**src/rtl/ipi_mbox_pkg.sv**
```systemverilog
package ipi_mbox_pkg;
  localparam int unsigned CMD_W       = 64;
  localparam int unsigned WORD_W      = 32;
  localparam int unsigned CORE_ID_W   = 10;
  localparam int unsigned CORE_ID_LSB = 16;
  localparam int unsigned VEC_W       = 5;
  localparam int unsigned MB_IDX_W    = 3;
  localparam int unsigned MB_IDX_LSB  = 2;
  localparam int unsigned KEEP_W      = 4;
  localparam int unsigned KEEP_LSB    = 27;
  localparam int unsigned PAYLOAD_LSB = 32;
  localparam int unsigned NUM_MBOX    = 1 << MB_IDX_W;
  localparam int unsigned OFS_W       = 6;

  localparam logic [OFS_W-1:0] OFS_STATUS = 6'h00;
  localparam logic [OFS_W-1:0] OFS_ENABLE = 6'h04;
  localparam logic [OFS_W-1:0] OFS_MBOX   = 6'h20;

  typedef enum logic {
    KIND_IPI  = 1'b0,
    KIND_MAIL = 1'b1
  } cmd_kind_e;

  typedef struct packed {
    logic [CORE_ID_W-1:0] core;
    logic [VEC_W-1:0]     vec;
    logic [MB_IDX_W-1:0]  mb_idx;
    logic [KEEP_W-1:0]    keep;
    logic [WORD_W-1:0]    payload;
  } cmd_fields_t;

  function automatic cmd_fields_t split_cmd(input logic [CMD_W-1:0] c);
    cmd_fields_t f;
    f.core    = c[CORE_ID_LSB +: CORE_ID_W];
    f.vec     = c[0 +: VEC_W];
    f.mb_idx  = c[MB_IDX_LSB +: MB_IDX_W];
    f.keep    = c[KEEP_LSB +: KEEP_W];
    f.payload = c[PAYLOAD_LSB +: WORD_W];
    return f;
  endfunction
endpackage

```
**src/rtl/ipi_cmd_decode.sv**
```systemverilog
module ipi_cmd_decode
  import ipi_mbox_pkg::*;
#(
  parameter int unsigned NUM_CORES = 4
) (
  input  logic                 clk_i,
  input  logic                 rst_ni,
  input  logic                 cmd_valid_i,
  input  logic                 cmd_kind_i,
  input  logic [CMD_W-1:0]     cmd_data_i,
  output logic [NUM_CORES-1:0] core_hit_o,
  output logic                 ipi_go_o,
  output logic                 mbx_go_o,
  output cmd_fields_t          fields_o
);
  logic in_range;

  assign fields_o = split_cmd(cmd_data_i);
  assign in_range = fields_o.core < CORE_ID_W'(NUM_CORES);
  assign ipi_go_o = cmd_kind_i == KIND_IPI;
  assign mbx_go_o = cmd_kind_i == KIND_MAIL;

  for (genvar i = 0; i < NUM_CORES; i++) begin : g_hit
    assign core_hit_o[i] = cmd_valid_i && in_range && (fields_o.core == CORE_ID_W'(i));
  end


  oor_ignored_chk: assert property (@(posedge clk_i) disable iff (!rst_ni)
    (fields_o.core >= CORE_ID_W'(NUM_CORES)) |-> (core_hit_o == '0));


  hit_onehot_chk: assert property (@(posedge clk_i) disable iff (!rst_ni)
    $onehot0(core_hit_o) && (!cmd_valid_i -> core_hit_o == '0));
endmodule

```
**src/rtl/ipi_mbox_merge.sv**
```systemverilog
module ipi_mbox_merge
  import ipi_mbox_pkg::*;
(
  input  logic [WORD_W-1:0] old_i,
  input  logic [WORD_W-1:0] new_i,
  input  logic [KEEP_W-1:0] keep_i,
  output logic [WORD_W-1:0] word_o
);
  localparam int unsigned BYTE_W = WORD_W / KEEP_W;

  for (genvar b = 0; b < KEEP_W; b++) begin : g_byte
    assign word_o[b*BYTE_W +: BYTE_W] = keep_i[b] ? old_i[b*BYTE_W +: BYTE_W]
                                                  : new_i[b*BYTE_W +: BYTE_W];
  end
endmodule

```
**src/rtl/ipi_core_regs.sv**
```systemverilog
module ipi_core_regs
  import ipi_mbox_pkg::*;
(
  input  logic                clk_i,
  input  logic                rst_ni,
  input  logic                ipi_set_i,
  input  logic [VEC_W-1:0]    vec_i,
  input  logic                mbx_we_i,
  input  logic [MB_IDX_W-1:0] mb_idx_i,
  input  logic [KEEP_W-1:0]   keep_i,
  input  logic [WORD_W-1:0]   payload_i,
  input  logic                en_we_i,
  input  logic [WORD_W-1:0]   en_data_i,
  input  logic                clr_we_i,
  input  logic [WORD_W-1:0]   clr_data_i,
  input  logic [OFS_W-1:0]    rd_addr_i,
  output logic [WORD_W-1:0]   rd_data_o,
  output logic                irq_o
);
  localparam int unsigned BYTE_W = WORD_W / KEEP_W;

  logic [WORD_W-1:0] status_q, status_d, en_q;
  logic [WORD_W-1:0] set_vec, clr_vec, merged, keep_bits;
  logic [WORD_W-1:0] mbox_q [NUM_MBOX];
  logic              irq_q;

  assign set_vec  = ipi_set_i ? (WORD_W'(1) << vec_i) : '0;
  assign clr_vec  = clr_we_i ? clr_data_i : '0;
  // set wins over clear on the same bit
  assign status_d = (status_q & ~clr_vec) | set_vec;

  for (genvar b = 0; b < KEEP_W; b++) begin : g_keep
    assign keep_bits[b*BYTE_W +: BYTE_W] = {BYTE_W{keep_i[b]}};
  end

  ipi_mbox_merge u_merge (
    .old_i  (mbox_q[mb_idx_i]),
    .new_i  (payload_i),
    .keep_i (keep_i),
    .word_o (merged)
  );

  always_ff @(posedge clk_i or negedge rst_ni) begin
    if (!rst_ni) begin
      status_q <= '0;
      en_q     <= '0;
      irq_q    <= 1'b0;
      for (int k = 0; k < NUM_MBOX; k++) mbox_q[k] <= '0;
    end else begin
      status_q <= status_d;
      irq_q    <= |(status_q & en_q);
      if (en_we_i)  en_q <= en_data_i;
      if (mbx_we_i) mbox_q[mb_idx_i] <= merged;
    end
  end

  always_comb begin
    rd_data_o = '0;
    if (rd_addr_i == OFS_STATUS)      rd_data_o = status_q;
    else if (rd_addr_i == OFS_ENABLE) rd_data_o = en_q;
    else if (rd_addr_i[OFS_W-1] && rd_addr_i[1:0] == 2'b00)
      rd_data_o = mbox_q[rd_addr_i[MB_IDX_LSB +: MB_IDX_W]];
  end

  assign irq_o = irq_q;


  ipi_sets_bit_chk: assert property (@(posedge clk_i) disable iff (!rst_ni)
    ipi_set_i |=> status_q[$past(vec_i)]);


  clr_clears_chk: assert property (@(posedge clk_i) disable iff (!rst_ni)
    clr_we_i |=> ((status_q & $past(clr_data_i) & ~$past(set_vec)) == '0));


  keep_bytes_chk: assert property (@(posedge clk_i) disable iff (!rst_ni)
    mbx_we_i |=> (((mbox_q[$past(mb_idx_i)] ^ $past(mbox_q[mb_idx_i])) & $past(keep_bits)) == '0));


  new_bytes_chk: assert property (@(posedge clk_i) disable iff (!rst_ni)
    mbx_we_i |=> (((mbox_q[$past(mb_idx_i)] ^ $past(payload_i)) & ~$past(keep_bits)) == '0));


  irq_follow_chk: assert property (@(posedge clk_i) disable iff (!rst_ni)
    $past(rst_ni) |-> (irq_o == $past(|(status_q & en_q))));
endmodule

```
**src/rtl/ipi_mbox_unit.sv**
```systemverilog
module ipi_mbox_unit
  import ipi_mbox_pkg::*;
#(
  parameter int unsigned NUM_CORES = 4,
  localparam int unsigned CSEL_W   = (NUM_CORES > 1) ? $clog2(NUM_CORES) : 1
) (
  input  logic                 clk_i,
  input  logic                 rst_ni,
  input  logic                 cmd_valid_i,
  input  logic                 cmd_kind_i,
  input  logic [63:0]          cmd_data_i,
  input  logic                 en_we_i,
  input  logic [CSEL_W-1:0]    en_core_i,
  input  logic [31:0]          en_data_i,
  input  logic                 clr_we_i,
  input  logic [CSEL_W-1:0]    clr_core_i,
  input  logic [31:0]          clr_data_i,
  input  logic [CSEL_W-1:0]    rd_core_i,
  input  logic [5:0]           rd_addr_i,
  output logic [31:0]          rd_data_o,
  output logic [NUM_CORES-1:0] irq_o
);
  logic [NUM_CORES-1:0] core_hit;
  logic                 ipi_go, mbx_go;
  cmd_fields_t          fields;
  logic [WORD_W-1:0]    core_rd [NUM_CORES];

  ipi_cmd_decode #(.NUM_CORES(NUM_CORES)) u_dec (
    .clk_i       (clk_i),
    .rst_ni      (rst_ni),
    .cmd_valid_i (cmd_valid_i),
    .cmd_kind_i  (cmd_kind_i),
    .cmd_data_i  (cmd_data_i),
    .core_hit_o  (core_hit),
    .ipi_go_o    (ipi_go),
    .mbx_go_o    (mbx_go),
    .fields_o    (fields)
  );

  for (genvar i = 0; i < NUM_CORES; i++) begin : g_core
    ipi_core_regs u_core (
      .clk_i      (clk_i),
      .rst_ni     (rst_ni),
      .ipi_set_i  (core_hit[i] && ipi_go),
      .vec_i      (fields.vec),
      .mbx_we_i   (core_hit[i] && mbx_go),
      .mb_idx_i   (fields.mb_idx),
      .keep_i     (fields.keep),
      .payload_i  (fields.payload),
      .en_we_i    (en_we_i && en_core_i == CSEL_W'(i)),
      .en_data_i  (en_data_i),
      .clr_we_i   (clr_we_i && clr_core_i == CSEL_W'(i)),
      .clr_data_i (clr_data_i),
      .rd_addr_i  (rd_addr_i),
      .rd_data_o  (core_rd[i]),
      .irq_o      (irq_o[i])
    );
  end

  assign rd_data_o = (32'(rd_core_i) < NUM_CORES) ? core_rd[rd_core_i] : '0;


  reset_quiet_chk: assert property (@(posedge clk_i) disable iff (!rst_ni)
    $rose(rst_ni) |-> (irq_o == '0));
endmodule

```
**config.mk**
```make
export PLATFORM = sky130hd
export DESIGN_NAME = ipi_mbox_unit
export DESIGN_NICKNAME = d
export VERILOG_FILES = /design/src/rtl/ipi_mbox_pkg.sv /design/src/rtl/ipi_cmd_decode.sv /design/src/rtl/ipi_mbox_merge.sv /design/src/rtl/ipi_core_regs.sv /design/src/rtl/ipi_mbox_unit.sv
export SDC_FILE = /design/constraint.sdc
export NUM_CORES = 2
export LEC_CHECK = 0
export BUFFER_PORTS_ARGS = -buffer_cell sky130_fd_sc_hd__buf_2
export CORE_MARGIN = 1.5
export CORE_UTILIZATION = 45
export DETAILED_ROUTE_END_ITERATION = 8
export PLACE_DENSITY = 0.66
export SETUP_SLACK_MARGIN = 0.15
export SLEW_MARGIN = 20
export SYNTH_ARGS = -nofsm -noshare
export SYNTH_HDL_FRONTEND = slang
export SYNTH_SLANG_ARGS = --single-unit
```
**constraint.sdc**
```tcl
create_clock -name clk_i -period 4.1 [get_ports clk_i]
set_clock_uncertainty 0.1 [all_clocks]
set_input_delay 0.82 -clock clk_i [delete_from_list [all_inputs] [get_ports clk_i]]
set_output_delay 0.82 -clock clk_i [all_outputs]
set_load 0.01 [all_outputs]
```
==> metrics.md <==
| Metric | Value |
|---|---|
| CP required | `approximately 3.2 ns` |
| Clock Path Buffers | `3` |
| Clk pin slew, worst setup/hold paths | `about 0.06 ns` |
| Final period util | `101.5%` |
| Total Power | `between 20 and 30 mW` |
| Non-Filler Instances | `7648` |
| Simple-Gate Fraction of Synth Area | `under 10%` |
| Mux cell area share after synthesis | `31.72%` |
| Largest net degree at the start of global routing | `~160` |
| Synth Flop Type | `dfrtp_1` |
| Minimum clock period | `approximately 4.2 ns` |
| GPL Wtd Cong | `about 1` |
| Crit path DAT | `between 3 and 4 ns` |
| Cells after Synth | `5232` |
| Combinational family with the most area after synthesis | `multiplexers` |
| Met2 GRT Util | `49.78%` |
| Final ANT Viol Nets | `0` |
| Final Slew Violations | `0` |
| Grt ovf | `0` |
| Max Cap Violations | `0` |
| Final WS setup | `-0.06333 ns` |
| Critical path capture point type | `output pin` |
| Worst Tran Pin Value | `between 1 and 1.5 ns` |
| DR vias | `about 52000` |
| Fin util | `between 50% and 60%` |
| IO Count | `roughly 180` |
| Share of cells above drive strength 1 | `a little over two fifths` |
| Clk sinks | `approximately 1300` |
| Drt via density | `6.861` |
| Total track usage | `between 30 and 40%` |
| Synthesized Nets | `approximately 5400` |
| Die height | `392.1 um` |
| Die W | `approximately 390 um` |
| CTS tree | `done` |
| # DRC | `0` |
| Ys Warns | `0` |
| Core Region | `150100 um^2` |
| Port Buffers | `around 170` |
| Syn Area/Cell | `13.02 um^2` |
| Worst slack, placed | `-0.2549 ns` |
| H-tree Lvls | `4` |
| Number of CTS-inserted buffers | `140` |
| Synth unique cells | `80` |
| Final Setup Violations | `1` |
| Max frequency | `~0.24 GHz` |
| Routed WL | `between 200 and 300 mm` |
| Most common cell after layout, fill and taps aside | `dfrtp_1` |
| Vias in the first global route | `around 52000` |
| Synth Area in Compound Gates | `about an eighth` |
| DRT iter0 DRCs | `6801` |
| Post-synthesis sequential area ratio | `47.16%` |
| Power density cells | `between 300 and 400 nW/um^2` |
| # nets final | `between 5000 and 6000` |
| Gr busiest metal | `met2` |
| Endpoints failing hold | `0` |
| Initial Utilization | `45.38%` |
| Unrepaired setup endpoints after global routing | `true` |
| Status | `finished with violations` |
| Pleak | `between 30 and 40 nW` |
| Placed wire-length estimate | `170.7 mm` |
| Initial antenna violation count | `16` |
| Pre-antenna DRT Iters | `8` |
| Post-placement cell count | `between 7000 and 8000` |
| Placed Area | `73310 um^2` |
| Wirelength per Cell | `approximately 34 um` |
| P&R area growth vs syn | `15.66%` |
| Row Count | `between 100 and 150` |
| Worst-Skew Late Latency | `0.80 ns` |
| Mapped cell area | `68130 um^2` |
| Rel. slew slack | `12.74%` |
| Startpoint types | `primary input` |
| Die Area | `about 150000 um^2` |
| Synth Area in Adders | `0%` |
| Crit Path Max Fanout | `14` |
| Commonest non-fill, non-tap cells in the layout | `dfrtp_1 (1284), mux2_2 (1109), nand2_1 (561)` |
| EDFF count, synth | `0` |
| Failing checks | `negative setup slack` |
| Hold Crit Class | `in2reg` |
| M1 GR Usage | `a little over two fifths` |
| Peak supply drop | `0.4450 mV` |
| First-pass GRT wire length | `approximately 380 mm` |
| Crit path kind | `in2out` |
| CTS root buf | `clkbuf_16` |
| Final Cell Area | `around 80000 um^2` |
| Global Route met3 Usage | `about a tenth` |
| Asr flop ratio synth | `100.0%` |
| Post-synthesis xor/xnor area fraction | `0%` |
| Synth Register Bits | `about 1300` |
-- logic make-up (layout without fill, tap and decap cells) --
| logic type | Yosys count | count (layout) |
|---|---|---|
| buffers and inverters | 423 | 817 |
| AO/OA/AOI/OAI | 1053 | 1053 |
| flip-flops | 1284 | 1284 |
| other | 0 | 6 |
| AND/OR/NAND/NOR | 863 | 863 |
| multiplexers | 1609 | 1609 |
-- worst paths after layout --
| kind | endpoint | depth (start not counted) | from | slack [ns] |
|---|---|---|---|---|
| max in group asynchronous | g_core[3].u_core.mbox_q[46]$_DFFE_PN0P_ | 4 | rst_ni | 2.11 |
| min in group asynchronous | g_core[1].u_core.mbox_q[82]$_DFFE_PN0P_ | 2 | rst_ni | 0.41 |
| hold / removal | g_core[2].u_core.en_q[16]$_DFFE_PN0P_ | 2 | en_data_i[16] | 0.19 |
| setup reg to reg | g_core[2].u_core.irq_o$_DFF_PN0_ | 3 | g_core[2].u_core.en_q[24]$_DFFE_PN0P_ | 1.70 |
| hold reg to reg | g_core[1].u_core.mbox_q[62]$_DFFE_PN0P_ | 2 | g_core[1].u_core.mbox_q[62]$_DFFE_PN0P_ | 0.40 |
| setup / recovery | rd_data_o[13] | 9 | rd_addr_i[3] | -0.06 |
-- critical path: stages --
cell and delay (ns):
buf_8 0.17, buf_16 0.20, buf_6 0.19, mux4_2 0.34
a21o_1 0.18, a222oi_1 0.80, buf_4 0.25, o22ai_2 0.10
buf_2 0.16
-- metal layers --
layer / routed length [um] / vias to the layer above
met3: 32950 / 1056
met5: 138 / -
met2: 113100 / 3693
met1: 95460 / 27033
met4: 20080 / 20
li1: - / 20670
-- report_power, final --
part | leakage (nW) | switching (mW) | total [mW] | internal [mW]
Combinational | 15.0 | 1.82 | 2.79 | 0.967
Sequential | 17.7 | 0.309 | 13.2 | 12.9
Clock | 2.28 | 5.40 | 12.9 | 7.54
-- state kept, by name, summed over array words and instances, names as in the netlist --
| name | flops |
|---|---|
| g_core.u_core.en_q | 128 |
| g_core.u_core.status_q | 128 |
| g_core.u_core.mbox_q | 1024 |
| g_core.u_core.irq_o | 4 |
-- layout make-up --
type                            count  area, um^2
Clock inverter                     33       412.9
Fill cell                       12682       71330
Sequential cell                  1284       32130
Timing Repair Buffer              559        5423
Tap cell                         2016        2522
Inverter                            8       32.53
Clock buffer                      217        4228
Antenna cell                        6       15.01
Multi-Input combinational cell   3525       34030
-- cell usage after synthesis, drive strengths merged (11+ instances only) --
cell type,instances,area (um^2)
a41oi,49,661.9
a221oi,102,905.9
a22oi,193,1449
o2bb2ai,81,709.4
o22a,11,96.34
nor2,123,659.4
and3,15,93.84
a31oi,54,488.0
mux2i,166,1662
o22ai,24,219.0
a22o,114,998.5
dfrtp,1284,32130
a221o,19,190.2
a21o,15,112.6
a222oi,15,150.1
nor2b,19,133.9
a21oi,78,397.9
mux4,328,7387
nand4,16,100.1
nand3,65,325.3
and2,11,68.82
o21ai,248,1241
mux2,1115,12560
buf,291,1876
clkbuf,124,465.5
nand2,567,2162
-- per-stage QoR --
| stage | setup TNS [ns] | hold WS (ns) |
|---|---|---|
| after floorplan | 0 | 0.3587 |
| after global placement | -1.345 | 0.3762 |
| after detailed placement | -1.377 | 0.3871 |
| after CTS | 0 | 0.1611 |
| after global routing | -0.01369 | 0.1898 |
| final | -0.06333 | 0.1877 |
-- repair_timing --
item                                   CTS  global route
pin swaps                                3             9
gates cloned                             5             2
hold buffers                             1             0
setup endpoints to repair               25            20
setup buffers                            6            21
gates resized for setup                 36            42
endpoints found under the hold margin   23             0
Note: power is estimated with default switching activity, not from simulation.
